File: config.mk
export PLATFORM = sky130hd
export DESIGN_NAME = shared_pin_uart
export DESIGN_NICKNAME = d
export VERILOG_FILES = /design/src/rtl/spu_pkg.sv /design/src/rtl/spu_sync.sv /design/src/rtl/spu_tx.sv /design/src/rtl/spu_rx.sv /design/src/rtl/shared_pin_uart.sv
export SDC_FILE = /design/constraint.sdc
export NUM_CORES = 1
export LEC_CHECK = 0
export ABC_AREA = 1
export BUFFER_PORTS_ARGS = -buffer_cell sky130_fd_sc_hd__buf_4
export CAP_MARGIN = 5
export CORE_UTILIZATION = 62
export DETAILED_ROUTE_END_ITERATION = 8
export HOLD_SLACK_MARGIN = 0.08
export PLACE_DENSITY_LB_ADDON = 0.25
export SKIP_LAST_GASP = 1
export SLEW_MARGIN = 20
export SYNTH_ARGS = -nofsm -noshare
export SYNTH_HDL_FRONTEND = slang
export SYNTH_SLANG_ARGS = --single-unit
File: constraint.sdc
create_clock -name clk -period 2.4 [get_ports clk]
set_input_delay 0.24 -clock clk [delete_from_list [all_inputs] [get_ports clk]]
set_output_delay 0.24 -clock clk [all_outputs]
set_load 0.02 [all_outputs]
File: src/rtl/spu_pkg.sv
package spu_pkg;
   typedef enum logic [1:0] {
      RX_WAIT_HIGH = 2'd0,
      RX_ARMED     = 2'd1,
      RX_SHIFT     = 2'd2
   } rx_state_t;
endpackage

File: src/rtl/spu_sync.sv
module spu_sync #(
   parameter int   STAGES    = 2,
   parameter logic RESET_VAL = 1'b1
) (
   input  logic clk,
   input  logic rst_n,
   input  logic d,
   output logic q
);
   logic [STAGES-1:0] chain;

   generate
      for (genvar s = 0; s < STAGES; s++) begin : g_stage
         if (s == 0) begin : g_first
            always_ff @(posedge clk or negedge rst_n) begin
               if (!rst_n) chain[0] <= RESET_VAL;
               else        chain[0] <= d;
            end
         end else begin : g_next
            always_ff @(posedge clk or negedge rst_n) begin
               if (!rst_n) chain[s] <= RESET_VAL;
               else        chain[s] <= chain[s-1];
            end
         end
      end
   endgenerate

   assign q = chain[STAGES-1];
endmodule

File: src/rtl/spu_tx.sv
module spu_tx #(
   parameter int DATA_W = 8,
   parameter int CNT_W  = 16
) (
   input  logic              clk,
   input  logic              rst_n,
   input  logic [CNT_W-1:0]  bit_cycles,
   input  logic [DATA_W-1:0] data,
   input  logic              valid,
   output logic              ready,
   output logic              line_o,
   output logic              line_oe
);
   localparam int FRAME_W = DATA_W + 2;
   localparam int IDX_W   = $clog2(FRAME_W);
   localparam logic [IDX_W-1:0] LAST_IDX = IDX_W'(FRAME_W - 1);

   logic               busy;
   logic [FRAME_W-1:0] frame;
   logic [IDX_W-1:0]   idx;
   logic [CNT_W-1:0]   tmr;
   logic               bit_end, frame_end, take;

   assign bit_end   = busy && (tmr == '0);
   assign frame_end = bit_end && (idx == LAST_IDX);
   assign ready     = !busy || frame_end;
   assign take      = valid && ready;

   always_ff @(posedge clk or negedge rst_n) begin
      if (!rst_n) begin
         busy  <= 1'b0;
         frame <= '1;
         idx   <= '0;
         tmr   <= '0;
      end else if (take) begin
         busy  <= 1'b1;
         frame <= {1'b1, data, 1'b0};
         idx   <= '0;
         tmr   <= bit_cycles - 1'b1;
      end else if (busy) begin
         if (frame_end) begin
            busy  <= 1'b0;
            frame <= '1;
         end else if (bit_end) begin
            frame <= {1'b1, frame[FRAME_W-1:1]};
            idx   <= idx + 1'b1;
            tmr   <= bit_cycles - 1'b1;
         end else begin
            tmr <= tmr - 1'b1;
         end
      end
   end

   assign line_o  = frame[0];
   assign line_oe = busy;
endmodule

File: src/rtl/spu_rx.sv
module spu_rx #(
   parameter int DATA_W = 8,
   parameter int CNT_W  = 16
) (
   input  logic              clk,
   input  logic              rst_n,
   input  logic [CNT_W-1:0]  bit_cycles,
   input  logic              line_s,
   input  logic              hold_off,
   output logic [DATA_W-1:0] data,
   output logic              valid
);
   import spu_pkg::*;

   localparam int IDX_W = (DATA_W > 1) ? $clog2(DATA_W) : 1;
   localparam logic [IDX_W-1:0] LAST_IDX = IDX_W'(DATA_W - 1);

   rx_state_t          state;
   logic [CNT_W:0]     tmr;
   logic [IDX_W-1:0]   idx;
   logic [DATA_W-1:0]  shreg;
   logic [CNT_W:0]     first_wait;
   logic [DATA_W-1:0]  shifted;

   // one and a half bit periods, minus the detection cycle
   assign first_wait = {1'b0, bit_cycles} + {2'b00, bit_cycles[CNT_W-1:1]} - 1'b1;
   assign shifted    = {line_s, shreg[DATA_W-1:1]};

   always_ff @(posedge clk or negedge rst_n) begin
      if (!rst_n) begin
         state <= RX_WAIT_HIGH;
         tmr   <= '0;
         idx   <= '0;
         shreg <= '0;
         data  <= '0;
         valid <= 1'b0;
      end else begin
         valid <= 1'b0;
         if (hold_off) begin
            state <= RX_WAIT_HIGH;
         end else begin
            unique case (state)
               RX_WAIT_HIGH: if (line_s) state <= RX_ARMED;
               RX_ARMED: if (!line_s) begin
                  state <= RX_SHIFT;
                  tmr   <= first_wait;
                  idx   <= '0;
               end
               RX_SHIFT: begin
                  if (tmr == '0) begin
                     shreg <= shifted;
                     if (idx == LAST_IDX) begin
                        data  <= shifted;
                        valid <= 1'b1;
                        state <= RX_WAIT_HIGH;
                     end else begin
                        idx <= idx + 1'b1;
                        tmr <= {1'b0, bit_cycles} - 1'b1;
                     end
                  end else begin
                     tmr <= tmr - 1'b1;
                  end
               end
               default: state <= RX_WAIT_HIGH;
            endcase
         end
      end
   end
endmodule

File: src/rtl/shared_pin_uart.sv
module shared_pin_uart #(
   parameter int DATA_W      = 8,
   parameter int CNT_W       = 16,
   parameter int SYNC_STAGES = 2
) (
   input  logic              clk,
   input  logic              rst_n,
   input  logic [CNT_W-1:0]  bit_cycles,
   input  logic [DATA_W-1:0] tx_byte,
   input  logic              tx_valid,
   output logic              tx_ready,
   output logic [DATA_W-1:0] rx_byte,
   output logic              rx_valid,
   output logic              pad_o,
   output logic              pad_oe,
   input  logic              pad_i
);
   generate
      if (SYNC_STAGES < 2) begin : g_bad_sync
         $error("shared_pin_uart: SYNC_STAGES must be at least 2");
      end
      if (DATA_W < 2) begin : g_bad_data
         $error("shared_pin_uart: DATA_W must be at least 2");
      end
      if (CNT_W < 3) begin : g_bad_cnt
         $error("shared_pin_uart: CNT_W must be at least 3");
      end
   endgenerate

   logic line_s;

   spu_sync #(.STAGES(SYNC_STAGES), .RESET_VAL(1'b1)) i_sync (
      .clk   (clk),
      .rst_n (rst_n),
      .d     (pad_i),
      .q     (line_s)
   );

   spu_tx #(.DATA_W(DATA_W), .CNT_W(CNT_W)) i_tx (
      .clk        (clk),
      .rst_n      (rst_n),
      .bit_cycles (bit_cycles),
      .data       (tx_byte),
      .valid      (tx_valid),
      .ready      (tx_ready),
      .line_o     (pad_o),
      .line_oe    (pad_oe)
   );

   spu_rx #(.DATA_W(DATA_W), .CNT_W(CNT_W)) i_rx (
      .clk        (clk),
      .rst_n      (rst_n),
      .bit_cycles (bit_cycles),
      .line_s     (line_s),
      .hold_off   (pad_oe),
      .data       (rx_byte),
      .valid      (rx_valid)
   );
endmodule

==> key figures, run 1 <==
Status
  – Outcome: finished, final reports clean

GRT
  – Number of global-route vias before repair: 5263
  – Tot GR Track Use: 29.7%
  – Met2 usage: 50.9%
  – Largest net degree at the start of global routing: 71
  – GR peak layer: met2
  – Total gr overflow: 0
  – M3 GR Usage: 4.39%
  – Grt met1 use: 37.8%
  – Initial antenna violation count: 0
  – Global-route wire length before repair: 23000 um

Floorplanning
  – Die H: 97.1 um
  – Die Wd: 97.1 um
  – Initial Util: 64.2%
  – Core area: 8720 um2
  – Die ar.: 9420 um2
  – Std-Cell Rows: 34
  – I/O pins: 40

Yosys
  – Synthesized area per cell: 7.17 um2
  – Post-synth EDFFs: 0
  – Most frequent cells after synthesis: 157 x nand2_1, 130 x inv_1, 72 x nor2_1
  – Net Count, Synth: 848
  – Adder-Cell Fraction of Synth Area: 8.98%
  – Flops & latches, synth: 70
  – Post-synth cell types: 47
  – Synth top area share: 26.4%
  – Most common cell in the netlist: nand2_1
  – Yosys Warn Count: 0
  – Top cells by area, synth: dfrtp_1 26%, nand2_1 11%, inv_1 8.7%
  – Largest family of logic cells by synthesized area: simple AND/OR/NAND/NOR gates
  – Yosys top cell by area: dfrtp_1
  – Seq/Total Area, Yosys: 31.5%
  – Compound-cell area share of the yosys netlist: 15.0%
  – Asr flop ratio synth: 100%
  – Synthesized cell area: 5600 um2
  – Xor/xnor share of the synthesized area: 4.22%
  – Area share of and/or/nand/nor cells after synthesis: 28.9%
  – Syn Inst Count: 781
  – Mux share of post-synthesis cell area: 0.179%
  – Predominant post-synthesis flop cell: dfrtp_1

Drt
  – Via count: 5305
  – Drt first pass iters: 5
  – Vias per cell: 5.59
  – Aggregate routed wire length: 13200 um
  – Detail Route Antenna Nets: 0
  – DRC violations left: 0
  – WL/cell: 13.9 um
  – DRT iter0 DRCs: 354

Worst setup path
  – CP Max Fanout: 3
  – WP buf/inv: 5
  – Cell Chain, Critical Path: buf_4 -> inv_1 -> ha_1 -> inv_1 -> fa_1 -> inv_1 -> or2_2 -> nor4_1 -> nand2_1 -> nand3_1 -> nand3_1 -> nand2_1 -> inv_1 -> a21oi_1
  – Most common cell on crit path: inv_1
  – CP max stage delay: 0.54 ns
  – Critical path type: in2reg
  – Worst path required time: 2.70 ns
  – Critical path data arrival time: 2.53 ns
  – CP startpoint kind: input port
  – Worst setup EP type: flop
  – Delay-heaviest family, CP: simple AND/OR/NAND/NOR gates
  – CP max-delay cell: fa_1

Cells and area
  – Layout cells sized above 1: 16.4%
  – # diodes: 0
  – Area delta synth->final: 12.7%
  – Nets: 903
  – Design Area, Final: 6310 um2
  – Finished Core Util: 72.4%
  – Final Non-Filler Cells: 949

Pwr
  – Worst VDD drop: 300 uV
  – Comb power frac: 27.4%
  – Seq pwr share: 41.4%
  – Lkg Pwr: 3.20 nW
  – Cell-internal power: 2.17 mW
  – PwrDens: 534 nW/um2
  – Sw power: 1.20 mW
  – Switching Share: 35.5%
  – Final Power: 3.37 mW
  – Clock network fraction of total power: 31.2%

Timing
  – Min cycle time layout: 2.24 ns
  – Fin crit share: 93.2%
  – Slew HR: 39.9%
  – Fmax: 0.447 GHz
  – RSZ-0062 raised after global routing: no
  – Setup TNS: 0 ns
  – Least-Margin Pin Slew: 0.901 ns
  – Final Setup Violations: 0
  – Final slew viol count: 0
  – Final hold vios: 0
  – Post-Route Skew: 0.0136 ns

CTS
  – Inserted Clock Buffers: 9
  – Clock Tree Buf Depth: 2
  – CTS tree: yes
  – Clock Latency Late Sink: 0.37 ns
  – Clk pin slew, worst setup/hold paths: 0.10 ns
  – CTS Root Buffer Type: clkbuf_8
  – H-tree levels: 3
  – Clock Sinks: 70

Flow run
  – Max-cap violations: 0

Placed design
  – IO buf count: 39
  – # placed instances: 931
  – DP Wirelength: 9890 um
  – DP Area: 6080 um2
  – Final GP Congestion: 0.932

Min path
  – Worst hold path class: in2reg
==> power groups by stage <==
| stage | clock (mW) | sequential, mW | combinational, mW |
|---|---|---|---|
| after detailed placement | 0 | 1.41 | 0.894 |
| after floorplan | 0 | 1.39 | 0.655 |
| after global routing | 1.11 | 1.41 | 1.05 |
| final | 1.05 | 1.39 | 0.925 |
| after CTS | 1.07 | 1.39 | 0.911 |
| after global placement | 0 | 1.41 | 0.860 |
==> worst register-to-register path, stage by stage (launching register included) <==
cell	delay, ns
dfrtp_1	0.42
nor2_2	0.13
nand3_2	0.14
nor2_8	0.17
nand3_1	0.11
nand2_2	0.14
ha_1	0.28
nand3_4	0.14
nor2_4	0.19
nand3_1	0.09
nand2_1	0.08
nand2_1	0.06
a21oi_2	0.12
==> cell usage in the layout, fill, tap and decap left out, types with 3 or more instances in the layout <==
| master | netlist | routed |
|---|---|---|
| a31oi_1 | 5 | 5 |
| a21oi_1 | 36 | 36 |
| buf_4 | 1 | 58 |
| or2_2 | 3 | 3 |
| o22ai_1 | 3 | 3 |
| nand2_2 | 7 | 7 |
| o211ai_1 | 7 | 7 |
| nand2_1 | 157 | 157 |
| nand2_4 | 3 | 3 |
| o21ai_1 | 18 | 20 |
| xor2_1 | 23 | 23 |
| nand3_2 | 7 | 7 |
| o211ai_2 | 6 | 6 |
| inv_2 | 6 | 6 |
| dfrtp_1 | 59 | 59 |
| nor2_1 | 72 | 71 |
| xnor2_1 | 4 | 4 |
| a21o_1 | 3 | 3 |
| nor2_2 | 5 | 6 |
| dfstp_2 | 11 | 11 |
| o21ai_0 | 59 | 57 |
| nor3_1 | 6 | 6 |
| clkbuf_8 | 0 | 9 |
| nor3_2 | 3 | 3 |
| nand3_1 | 65 | 65 |
| inv_1 | 130 | 130 |
| ha_1 | 37 | 37 |
| nand4_1 | 4 | 4 |
==> flip-flops by register name, summed over array words and instances, names as in the netlist, 2 cells and up <==
| name | count |
|---|---|
| i_rx.shreg | 7 |
| i_rx.data | 8 |
| i_rx.tmr | 17 |
| i_tx.idx | 4 |
| i_rx.state | 2 |
| i_tx.tmr | 16 |
| i_rx.idx | 3 |
| i_tx.frame | 9 |
==> per-stage QoR <==
| step | setup slack [ns] | hold WS, ns |
|---|---|---|
| after floorplan | 0.214 | -0.0556 |
| after global placement | 0.0170 | 0.348 |
| after detailed placement | -0.0721 | 0.348 |
| after CTS | 0.110 | 0.0919 |
| after global routing | 0.0346 | 0.112 |
| final | 0.164 | 0.0963 |
==> final timing paths <==
kind / start / end / slack [ns] / cells past startpoint
min reg2reg: i_sync.chain[0] / i_sync.q / 0.36 / 0
max in group asynchronous: rst_n / i_rx.tmr[10] / 1.26 / 2
max reg2reg: i_rx.tmr[13] / i_rx.tmr[10] / 0.25 / 12
min: tx_byte[7] / i_tx.frame[8] / 0.1 / 3
max: bit_cycles[13] / i_rx.tmr[16] / 0.16 / 14
min in group asynchronous: rst_n / i_rx.data[1] / 0.55 / 2
==> final cells by class <==
class,count,area [um2]
clock inverter,7,86.3
timing repair buffer,61,475
fill,716,2410
sequential,70,1770
clock buffer,9,124
multi-input combinational,557,3210
inverter,137,514
tap,108,135
==> routing by layer <==
| layer | vias to the layer above | part of all wire [%] |
|---|---|---|
| met2 | 187 | 48 |
| met5 | - | 0 |
| met1 | 2446 | 43 |
| li1 | 2640 | - |
| met4 | 0 | 2.0 |
| met3 | 32 | 6.2 |
==> timing repair <==
action | 4_1_cts | 5_1_grt
endpoints found under the setup margin | 0 | 3
hold buffers | 2 | 0
setup buffers | 0 | 0
resized for setup | 0 | 3
hold endpoints to repair | 60 | 0
==> logic make-up (layout without fill, tap and decap cells) <==
kind of cell	Yosys count	in the layout
mux	1	1
compound gates	146	146
flops	70	70
xor+xnor	27	27
fa+ha+maj	39	39
buf+inv	154	214
simple gates	344	344
Note: power is estimated with default switching activity, not from simulation.
==> run 2, diff against run 1 <==
--- a/config.mk
+++ b/config.mk
@@ -10,3 +10,3 @@
 export CAP_MARGIN = 5
-export CORE_UTILIZATION = 62
+export CORE_UTILIZATION = 30
 export DETAILED_ROUTE_END_ITERATION = 8
--- a/constraint.sdc
+++ b/constraint.sdc
@@ -3,2 +3,2 @@
 set_output_delay 0.24 -clock clk [all_outputs]
-set_load 0.02 [all_outputs]
+set_load 0.01 [all_outputs]
==> key figures, run 2 (synthesized netlist as in run 1, its figures left out) <==
Cells and area
  – Nets: 918 (+1.7%)
  – Most flops, register: i_rx.tmr
  – Multi-input logic area: 3220 um2 (+0.16%)
  – # diodes: 0 (unchanged)
  – Largest registers: i_rx.tmr: 17 flops, i_tx.tmr: 16 flops, i_tx.frame: 9 flops
  – Commonest non-fill, non-tap cell in the layout: nand2_1
  – Max FFs per register: 17 (unchanged)
  – Final Non-Filler Cells: 1085 (+14%)
  – Filler Cells Inserted: 1946 (+170%)
  – Most frequent cells in the layout: 157 x nand2_1, 130 x inv_1, 75 x buf_4
  – Layout cells sized above 1: 17.9% (+1.5 points)
  – Area occupied by registers: 1770 um2 (unchanged)
  – Area delta synth->final: 19.7%

Worst setup path
  – Critical path type: reg2out
  – CP Max Fanout: 6 (+3)
  – CP startpoint kind: flop
  – Worst reg2reg setup slack: 0.23 ns (-0.02 ns)
  – Critical path data arrival time: 1.99 ns (-0.54 ns)
  – Worst setup EP type: primary output
  – Worst path required time: 2.16 ns (-0.54 ns)

Timing
  – Least-Margin Pin Slew: 0.933 ns (+0.0322 ns)
  – Fmax: 0.449 GHz (+0.27%)
  – Min cycle time layout: 2.23 ns (-0.00602 ns)
  – Final slew viol count: 0 (unchanged)
  – Slew HR: 37.8% (-2.1 points)
  – Final Setup Violations: 0 (unchanged)
  – RSZ-0062 raised after global routing: no
  – Final hold vios: 0 (unchanged)
  – Fin crit share: 92.9% (-0.25 points)
  – Post-Route Skew: 0.00655 ns (-0.00701 ns)

Drt
  – DRT iter0 DRCs: 250 (-29%)
  – Via count: 4986 (-6.0%)
  – Vias per cell: 4.60 (-18%)
  – WL/cell: 13.1 um (-5.7%)
  – DRC violations left: 6 (+6)
  – Drt first pass iters: 7 (+2)
  – Aggregate routed wire length: 14200 um (+7.8%)
  – Detail Route Antenna Nets: 0 (unchanged)

Placed design
  – IO buf count: 39 (unchanged)
  – DP Wirelength: 11000 um (+11%)
  – Final GP Congestion: 0.805 (-14%)
  – # placed instances: 1068 (+15%)

Floorplanning
  – Die ar.: 19200 um2 (+100%)
  – Core area: 18100 um2 (+110%)
  – Std-Cell Rows: 49 (+44%)
  – Die H: 139 um (+43%)
  – Die Wd: 139 um (+43%)
  – I/O pins: 40 (unchanged)
  – Initial Util: 30.9% (-33 points)

Min path
  – Worst hold path class: in2async

Status
  – Outcome: complete, but fails checks
  – Failing checks: design-rule violations

GRT
  – Initial antenna violation count: 0 (unchanged)
  – Tot GR Track Use: 15.5% (-14 points)
  – Largest net degree at the start of global routing: 71 (unchanged)
  – Total gr overflow: 0 (unchanged)
  – Global-route wire length before repair: 23800 um (+3.3%)
  – Number of global-route vias before repair: 4807 (-8.7%)

Pwr
  – Switching Share: 30.2% (-5.3 points)
  – Lkg Pwr: 3.33 nW (+4.0%)
  – PwrDens: 586 nW/um2 (+9.6%)
  – Cell-internal power: 2.74 mW (+26%)
  – Sw power: 1.19 mW (-1.1%)
  – Seq pwr share: 35.6% (-5.8 points)
  – Worst VDD drop: 357 uV (+19%)
  – Comb power frac: 23.9% (-3.5 points)
  – Clock network fraction of total power: 40.5% (+9.3 points)
  – Final Power: 3.93 mW (+16%)

CTS
  – Clock Sinks: 70 (unchanged)
  – H-tree levels: 3 (unchanged)
  – CTS tree: yes
  – Inserted Clock Buffers: 9 (unchanged)
  – Clk pin slew, worst setup/hold paths: 0.06 ns (-0.04 ns)
  – Clock Tree Buf Depth: 2 (unchanged)
  – CTS Root Buffer Type: clkbuf_16
  – Clock Latency Late Sink: 0.34 ns (-0.03 ns)

Flow run
  – Max-cap violations: 0 (unchanged)
==> run 2: changes by cell type in the layout (fill, tap and decap cells not counted), sizes merged <==
cell / change
buf: +16
bufinv: +2
clkbuf: +2
clkinv: -1
dlygate4sd3: -1
inv: -3
==> run 2: per-stage QoR <==
step	util [%]	cell area [um2]	hold WS (ns)	setup TNS [ns]	setup slack, ns
after floorplan	-	5600	-0.0556	0	0.214
after global placement	34.9	6340	0.349	0	0.00630
after detailed placement	34.9	6340	0.349	-0.248	-0.0791
after CTS	36.9	6700	0.0893	0	0.102
after global routing	36.9	6700	0.109	0	0.0153
final	36.9	6700	0.0443	0	0.170
==> run 2: timing repair <==
item / 4_1_cts / 5_1_grt
buffers inserted: 0 / 0
endpoints found under the hold margin: 1 / 0
hold buffers: 1 / 0
gates resized for setup: 0 / 2
setup endpoints to repair: 0 / 12
==> run 2: worst paths after layout <==
check,from,to,depth (start not counted)
max,i_tx.tmr[0],tx_ready,8
min,rst_n,i_rx.data[0],1
max reg2reg,i_tx.tmr[0],i_tx.tmr[12],10
min reg2reg,i_sync.chain[0],i_sync.q,0
max in group asynchronous,rst_n,i_rx.tmr[16],1
min in group clk,tx_byte[7],i_tx.frame[8],3
==> run 2: power by group through the flow <==
stage | sequential (mW) | clock, mW | combinational [mW]
finish | 1.40 | 1.59 | 0.937
global route | 1.41 | 1.67 | 1.09
CTS | 1.40 | 1.63 | 0.940
detailed placement | 1.41 | 0 | 0.935
global placement | 1.41 | 0 | 0.928
floorplan | 1.39 | 0 | 0.655
==> run 2: routing by layer <==
metal | share of wire, % | GRT usage, % | routed length (um) | vias to the layer above
met4 | 1.3 | 4.39 | 187 | 0
met2 | 45 | 25.5 | 6450 | 81
met3 | 3.3 | 2.62 | 464 | 10
li1 | - | - | - | 2664
met1 | 50 | 20.9 | 7130 | 2231
met5 | 0 | 0 | 0 | -
==> run 2: area by class of cell <==
type / instances / share of cell area, %
Clock inverter: 5 / 1.59
Multi-Input combinational cell: 557 / 48.0
Sequential cell: 70 / 26.3
Inverter: 137 / 7.67
Tap cell: 229 / 4.27
Timing Repair Buffer: 76 / 8.55
Clock buffer: 11 / 3.62
==> run 2: critical path: stages (launching register included) <==
cell and delay (ns):
dfrtp_1 0.40, inv_1 0.09, ha_1 0.20, nand3_2 0.16
nor2_2 0.20, nand4_2 0.21, nand2_2 0.13, buf_4 0.15
buf_4 0.12
